===== src/rtl/cfg_seq_pkg.sv =====
package cfg_seq_pkg;

    typedef enum logic [2:0] {
        PH_POR       = 3'd0,
        PH_CLEAR     = 3'd1,
        PH_INIT_WAIT = 3'd2,
        PH_LOAD      = 3'd3,
        PH_DONE      = 3'd4,
        PH_GTS_OFF   = 3'd5,
        PH_RUN       = 3'd6
    } phase_e;

endpackage


===== src/rtl/cfg_prog_qual.sv =====
module cfg_prog_qual #(
    parameter int PROG_MIN = 30
) (
    input  logic clk,
    input  logic rst_n,
    input  logic prog_req,
    output logic prog_qual
);
    localparam int PW = $clog2(PROG_MIN + 1);
    localparam logic [PW-1:0] P_SAT = PW'(PROG_MIN);

    typedef struct packed {
        logic [PW-1:0] cnt;
    } qual_t;

    qual_t qual_d, qual_q;

    always_comb begin
        qual_d = qual_q;
        if (!prog_req) begin
            qual_d.cnt = '0;
        end else if (qual_q.cnt != P_SAT) begin
            qual_d.cnt = qual_q.cnt + 1'b1;
        end
    end

    always_ff @(posedge clk or negedge rst_n) begin
        if (!rst_n) begin
            qual_q <= '0;
        end else begin
            qual_q <= qual_d;
        end
    end

    assign prog_qual = (qual_q.cnt == P_SAT);

    AST_QUAL_NEEDS_REQ: assert property (@(posedge clk) disable iff (!rst_n)
        prog_qual |-> $past(prog_req));

endmodule


===== src/rtl/cfg_seq_core.sv =====
module cfg_seq_core
    import cfg_seq_pkg::*;
#(
    parameter int CLEAR_CYCLES = 16
) (
    input  logic   clk,
    input  logic   rst_n,
    input  logic   por_done,
    input  logic   prog_qual,
    input  logic   init_in,
    input  logic   load_done,
    output phase_e phase_o
);
    localparam int CW = $clog2(CLEAR_CYCLES + 1);
    localparam logic [CW-1:0] CLR_LAST = CW'(CLEAR_CYCLES - 1);

    typedef struct packed {
        phase_e        ph;
        logic [CW-1:0] clr;
    } core_t;

    core_t core_d, core_q;

    always_comb begin
        core_d = core_q;
        if (prog_qual) begin
            core_d.ph  = PH_CLEAR;
            core_d.clr = '0;
        end else begin
            unique case (core_q.ph)
                PH_POR: begin
                    if (por_done) begin
                        core_d.ph  = PH_CLEAR;
                        core_d.clr = '0;
                    end
                end
                PH_CLEAR: begin
                    if (core_q.clr == CLR_LAST) begin
                        core_d.ph  = PH_INIT_WAIT;
                        core_d.clr = '0;
                    end else begin
                        core_d.clr = core_q.clr + 1'b1;
                    end
                end
                PH_INIT_WAIT: if (init_in)   core_d.ph = PH_LOAD;
                PH_LOAD:      if (load_done) core_d.ph = PH_DONE;
                PH_DONE:      core_d.ph = PH_GTS_OFF;
                PH_GTS_OFF:   core_d.ph = PH_RUN;
                PH_RUN:       core_d.ph = PH_RUN;
                default:      core_d.ph = PH_POR;
            endcase
        end
    end

    always_ff @(posedge clk or negedge rst_n) begin
        if (!rst_n) begin
            core_q.ph  <= PH_POR;
            core_q.clr <= '0;
        end else begin
            core_q <= core_d;
        end
    end

    assign phase_o = core_q.ph;

    AST_CLEAR_IN_RANGE: assert property (@(posedge clk) disable iff (!rst_n)
        (core_q.ph == PH_CLEAR) |-> (core_q.clr <= CLR_LAST));

    AST_LOAD_AFTER_INIT: assert property (@(posedge clk) disable iff (!rst_n)
        (core_q.ph == PH_LOAD && $past(core_q.ph) == PH_INIT_WAIT) |-> $past(init_in));

    AST_DONE_NEEDS_LOAD: assert property (@(posedge clk) disable iff (!rst_n)
        (core_q.ph == PH_DONE) |-> $past(load_done));

endmodule


===== src/rtl/cfg_release_decode.sv =====
module cfg_release_decode
    import cfg_seq_pkg::*;
(
    input  logic   clk,
    input  logic   rst_n,
    input  phase_e phase_i,
    output logic   init_drive_low,
    output logic   done,
    output logic   gts_hold,
    output logic   gsr_hold,
    output logic   gwe_hold
);
    always_comb begin
        init_drive_low = (phase_i == PH_POR) || (phase_i == PH_CLEAR);
        done           = (phase_i == PH_DONE) || (phase_i == PH_GTS_OFF) || (phase_i == PH_RUN);
        gts_hold       = (phase_i != PH_GTS_OFF) && (phase_i != PH_RUN);
        gsr_hold       = (phase_i != PH_RUN);
        gwe_hold       = (phase_i != PH_RUN);
    end

    AST_GTS_AFTER_DONE: assert property (@(posedge clk) disable iff (!rst_n)
        $fell(gts_hold) |-> ($past(done) && done));

    AST_GSR_AFTER_GTS: assert property (@(posedge clk) disable iff (!rst_n)
        $fell(gsr_hold) |-> ($past(gts_hold) == 1'b0));

    AST_DONE_RELEASES_PIN: assert property (@(posedge clk) disable iff (!rst_n)
        done |-> !init_drive_low);

endmodule


===== src/rtl/cfg_phase_seq.sv =====
module cfg_phase_seq
    import cfg_seq_pkg::*;
#(
    parameter int CLEAR_CYCLES = 16,
    parameter int PROG_MIN     = 30
) (
    input  logic clk,
    input  logic rst_n,
    input  logic por_done,
    input  logic prog_req,
    input  logic init_in,
    input  logic load_done,
    output logic init_drive_low,
    output logic done,
    output logic gts_hold,
    output logic gsr_hold,
    output logic gwe_hold
);
    logic   prog_qual;
    phase_e phase;

    cfg_prog_qual #(.PROG_MIN(PROG_MIN)) u_qual (
        .clk       (clk),
        .rst_n     (rst_n),
        .prog_req  (prog_req),
        .prog_qual (prog_qual)
    );

    cfg_seq_core #(.CLEAR_CYCLES(CLEAR_CYCLES)) u_core (
        .clk       (clk),
        .rst_n     (rst_n),
        .por_done  (por_done),
        .prog_qual (prog_qual),
        .init_in   (init_in),
        .load_done (load_done),
        .phase_o   (phase)
    );

    cfg_release_decode u_dec (
        .clk            (clk),
        .rst_n          (rst_n),
        .phase_i        (phase),
        .init_drive_low (init_drive_low),
        .done           (done),
        .gts_hold       (gts_hold),
        .gsr_hold       (gsr_hold),
        .gwe_hold       (gwe_hold)
    );

    AST_RESTART_WINS: assert property (@(posedge clk) disable iff (!rst_n)
        prog_qual |=> (init_drive_low && !done && gts_hold && gsr_hold && gwe_hold));

endmodule


===== config.mk =====
export PLATFORM = sky130hd
export DESIGN_NAME = cfg_phase_seq
export DESIGN_NICKNAME = d
export VERILOG_FILES = /design/src/rtl/cfg_seq_pkg.sv /design/src/rtl/cfg_prog_qual.sv /design/src/rtl/cfg_seq_core.sv /design/src/rtl/cfg_release_decode.sv /design/src/rtl/cfg_phase_seq.sv
export SDC_FILE = /design/constraint.sdc
export NUM_CORES = 1
export LEC_CHECK = 0
export BUFFER_PORTS_ARGS = -buffer_cell sky130_fd_sc_hd__buf_2
export CAP_MARGIN = 20
export CORE_MARGIN = 3
export CORE_UTILIZATION = 30
export CTS_CLUSTER_SIZE = 25
export DETAILED_ROUTE_END_ITERATION = 8
export GPL_TIMING_DRIVEN = 1
export SLEW_MARGIN = 20
export SYNTH_ARGS = -nofsm -noshare
export SYNTH_HDL_FRONTEND = slang
export SYNTH_SLANG_ARGS = --single-unit

===== constraint.sdc =====
create_clock -name clk -period 1.65 [get_ports clk]
set_input_delay 0.2475 -clock clk [delete_from_list [all_inputs] [get_ports clk]]
set_output_delay 0.2475 -clock clk [all_outputs]
set_load 0.1 [all_outputs]

; Word level (Yosys, flattened, before mapping)
; Cells that the tools add are included.
[word_totals]
elab_cells = 40
out_inout_bits = 5
register_bits = 13
[classes]
eq_ne = 16
addsub = 2
muxes = 10
reduce_logical = 9
[op_table]
columns = op, count
row1 = $pmux W3 S6, 1
row2 = $mux W8, 2
row3 = $mux W5, 3
row4 = $ne A3 B3 Y1 const B, 5
row5 = $add A5 B1 Y5 const B, 2
row6 = $pmux W5 S2, 1
row7 = $eq A3 B3 Y1 const B, 3
row8 = $mux W3, 3
row9 = $eq A3 B2 Y1 const B, 2
row10 = $eq A5 B4 Y1 const B, 1
row11 = $eq A5 B5 Y1 const B, 1
row12 = $ne A5 B5 Y1 const B, 1
row13 = $reduce_and A4 Y1, 1
row14 = $eq A3 B1 Y1 const B, 1
row15 = $logic_not A3 Y1, 1
row16 = $logic_or A1 B1 Y1, 3
row17 = $ne A3 B2 Y1 const B, 1
row18 = $reduce_bool A3 Y1, 1
row19 = $ne A2 B1 Y1 const B, 1
row20 = $reduce_and A2 Y1, 1
row21 = $reduce_or A2 Y1, 1
row22 = $logic_and A1 B1 Y1, 1

; Depth between registers and ports, before layout
[logic_depth]
word_depth = 4
ltp_mapped = 6
ltp_nobuf = 6

; Cells and area by module
; Synthesis repeated with hierarchy kept, for this count alone.
[hier_totals]
hier_cells = 84
hier_area_um2 = 813.3
[by_module_without_submodules]
columns = module, n_inst, area_per_inst_um2, cells_per_inst
row1 = cfg_seq_core, 1, 485.5, 51
row2 = cfg_prog_qual, 1, 289.0, 27
row3 = cfg_release_decode, 1, 38.8, 6

; Least setup slack after synthesis
; No wires, ideal clock.
[synth_path]
path_kind = reg2out
from = register u_core.core_q (netlist bit u_core.phase_o[0])
to = output port gts_hold
required_time_ps = 1402
path_slack_ps = -1413
arrival_ps = 2815
path_buffers = 0
stages_incl_launch_ff = 3
cell_sequence = dfrtp_1 -> ha_1 -> o21ai_0
[synth_via]
elab_chain_len = 2
[synth_lines]
columns = element, line_no
row1 = "start, declared", cfg_seq_core.sv:22  ; core_t core_d, core_q;
row2 = "start signal, assigned", cfg_seq_core.sv:60  ; core_q <= core_d;
row3 = $ne A3 B3 Y1, cfg_release_decode.sv:16  ; gts_hold = (phase_i != PH_GTS_OFF) && (phase_i != PH_RUN);
row4 = $logic_and A1 B1 Y1 (*), cfg_release_decode.sv:16
row5 = "end, declared", cfg_phase_seq.sv:15  ; output logic gts_hold,
; Mark *: on every way between the ends. The rest lies on a longest branch, timed or not.

; Final worst setup path
[layout_path]
from = register u_core.core_q (netlist bit u_core.phase_o[0])
to = output port done
[layout_via]
elab_chain_len = 3
[layout_lines]
columns = element, line_no
row1 = $eq A3 B3 Y1, cfg_release_decode.sv:15  ; done = (phase_i == PH_DONE) || (phase_i == PH_GTS_OFF) || (phase_i == PH_RUN);
row2 = $logic_or A1 B1 Y1, cfg_release_decode.sv:15
row3 = $logic_or A1 B1 Y1 (*), cfg_release_decode.sv:15
row4 = "end, declared", cfg_phase_seq.sv:14  ; output logic done,
; Marked as above.

==> results_dict.tcl <==
set metrics [dict create \
    rows 18 \
    tns_ps -319 \
    vias_per_cell 5.25 \
    p_leak_uw 0.000593 \
    root_buffer "clkbuf_4" \
    drive_gt1_share_pct 47.7 \
    holdPathStages 2 \
    path_delay_family "buffers and inverters" \
    fmax_mhz 561 \
    worst_setup_path_start_kind "register" \
    period_share_pct 108 \
    crit_path_max_incr_delay_ps 420 \
    netlist.area_leader.share_pct 39.5 \
    syn_to_final_growth_pct 51.8 \
    cp_common_cell "buf_6" \
    relSlewSlack_pct 74.6 \
    crit_start "u_core.phase_o[0]" \
    synth-seq-cells 13 \
    synth_mux_area_share_pct 1.22 \
    p_per_area_nw_per_um2 1910 \
    avgSynthCellArea_um2 9.80 \
    rsz0062_at_grt "yes" \
    synthAdderAreaFrac_pct 10.6 \
    port_buffers 10 \
    cts_buffer_depth 2 \
    endpoint "done" \
    first_pass_iters 4 \
    synth_top_family_by_area "simple AND/OR/NAND/NOR gates" \
    async_flop_share_pct 100 \
    ys_warn_count 0 \
    critPathBufInv 3 \
    cts_sinks 13 \
    post-route-drc-count 0 \
    die_y_um 58.4 \
    reg2reg_from "u_core.phase_o[0]" \
    setup_ws_ps -134 \
    dp_hpwl_um 1330 \
    slew_violations 0 \
    num_io_pins 11 \
    setup_viol 5 \
    finalHoldViolations 0 \
    grtUsageTotal_pct 11.6 \
    netlist_area_um2 823 \
    coreArea_um2 2540 \
    grt_overflow_total 0 \
    synth_top_area_cell "dfrtp_1" \
    arrival_ps 1540 \
    synth_compound_area_share_pct 20.4 \
    clk_latency_ps 280 \
    synth_edf_count 0 \
    cp-end-kind "output pin" \
    ant_nets 0 \
    syn_inst 84 \
    dieArea_um2 3410 \
    crit_cells 6 \
    syn_nets 97 \
    drt_iter0_drc 19 \
    grt_start_max_net_pins 14 \
    numCtsBuffers 3 \
    ir_drop_mv 1.68 \
    cts_tree "done" \
    synth-seq-area-share_pct 39.5 \
    dr_total_vias 740 \
    period_minus_slack_ps 1780 \
    worstPathCellList "buf_6, ha_4, buf_6, nor3_4, nor2_4, buf_12" \
    worst-setup-path-type "reg -> out" \
    synthTopCellsByArea "dfrtp_1 (40%), ha_1 (11%), a31oi_1 (5.3%), a2111oi_4 (3.3%), nor2_1 (3.2%)" \
    ys.flop_type "dfrtp_1" \
    htree_levels 1 \
    clk_pin_slew_ps 80 \
    wl_per_cell_um 13.6 \
    netlist_top_cells_count "dfrtp_1 (13), a31oi_1 (7), ha_1 (7), nor2_1 (7), nand2_1 (6)" \
    finalClockSkew_ps 3.37 \
    hp-class "in -> reg" \
    antenna_found_initial 0 \
    routabilityCongestion 0.858 \
    drt_wl_total_um 1920 \
    outcome "finished with violations" \
    initial_core_util_pct 32.4 \
    stdcell_count 141 \
    violations "negative setup slack" \
    placed_cells 129 \
    synth_xor_area_share_pct 0 \
    crit_slowest_cell "dfrtp_1" \
    synth_cell_type_count 32 \
    reg2reg_depth 6 \
    reg2reg_to "u_core.phase_o[0]" \
    synth-simple-area-share_pct 24.6 \
    r2r_setup_slack_ps -70 \
    yosysMostFrequentCell "dfrtp_1" \
    final_nets 125 \
    fill_cells 219 \
    die_x_um 58.4 \
    grt_pass1_wl_um 3000 \
    cap_violations 0 \
    required_ps 1400 \
    insertedDiodeCount 0 \
    grt_pass1_vias 698 \
    worst-slew-pin-transition_ps 380 \
    crit_fanout 3 \
]
==> per-layer routing <==
layer | vias up | global-route usage [%] | share of wire (%)
met5 | - | 0 | 0
met4 | 0 | 4.64 | 1.4
met3 | 4 | 4.17 | 3.5
met2 | 11 | 19.3 | 51
met1 | 362 | 13.4 | 44
li1 | 363 | - | -
==> worst reg2reg max path: cells and delay by family, from the launching register on <==
kind            cells  cell delay, ps
buf+inv             2             300
compound gates      2             440
fa+ha+maj           1             160
simple gates        1             280
flops               1             420
==> per-stage QoR <==
step / area (um^2) / setup WS (ps) / util (%) / hold WS (ps) / total power, uW
6_report: 1250 / -134 / 49.1 / 231 / 2390
5_1_grt: 1250 / -193 / 49.1 / 219 / 2540
2_1_floorplan: 845 / -139 / - / -48.1 / 1340
3_5_place_dp: 1050 / -77.4 / 41.3 / 152 / 1780
3_3_place_gp: 1050 / -35.1 / 41.3 / 149 / 1770
4_1_cts: 1190 / -113 / 46.9 / 222 / 2220
==> power by group <==
group / internal, uW / switching, uW / total [uW]
clock network: 89.9 / 104 / 194
registers: 386 / 70.9 / 457
logic: 811 / 929 / 1740
total: 1290 / 1100 / 2390
==> repair_timing <==
action / in CTS / in global routing
hold buffers: 1 / 0
pin swaps: 6 / 4
setup endpoints to repair: 9 / 11
resized for setup: 15 / 10
hold endpoints to repair: 13 / 0
setup buffers: 5 / 2
==> cells in the final DEF (no fill, tap or decap), types with 2 or more instances in the layout <==
master,count
buf_6,3
buf_4,12
o21ai_0,3
inv_1,2
clkbuf_4,3
nor2_2,2
nor2_4,2
a21oi_1,2
dfrtp_1,13
inv_2,2
ha_4,2
and3_1,2
nor2_1,3
buf_2,5
ha_1,4
buf_12,5
nor2b_1,3
nand3b_1,2
o211a_1,2
nand2_1,5
a31oi_1,7
nor3b_1,2
==> registers in the layout, summed over array words and instances, names as in the netlist <==
name            cells
u_qual.qual_q       5
u_core.core_q       5
u_core.phase_o      3
==> how the worst min path moves through the flow <==
stage / startpoint / end / slack, ps
2_1_floorplan: rst_n / u_core.core_q[0] / -50
3_3_place_gp: rst_n / u_core.phase_o[0] / 150
3_5_place_dp: rst_n / u_core.phase_o[0] / 150
4_1_cts: prog_req / u_qual.qual_q[1] / 220
5_1_grt: prog_req / u_qual.qual_q[1] / 220
6_report: prog_req / u_qual.qual_q[1] / 230
==> logic make-up after synthesis <==
group / after synthesis
compound gates: 22
fa+ha+maj: 7
buf+inv: 7
flops: 13
mux: 1
simple gates: 34
==> cell type report <==
cell class,count,area (um^2),share of cell area (%)
Multi-Input combinational cell,64,586,46.8
Clock buffer,3,22.5,1.80
Inverter,4,15.0,1.20
Sequential cell,13,325,26.0
Tap cell,30,37.5,3.00
Timing Repair Buffer,26,259,20.7
Clock inverter,1,5.00,0.400
Note: power is estimated with default switching activity, not from simulation.
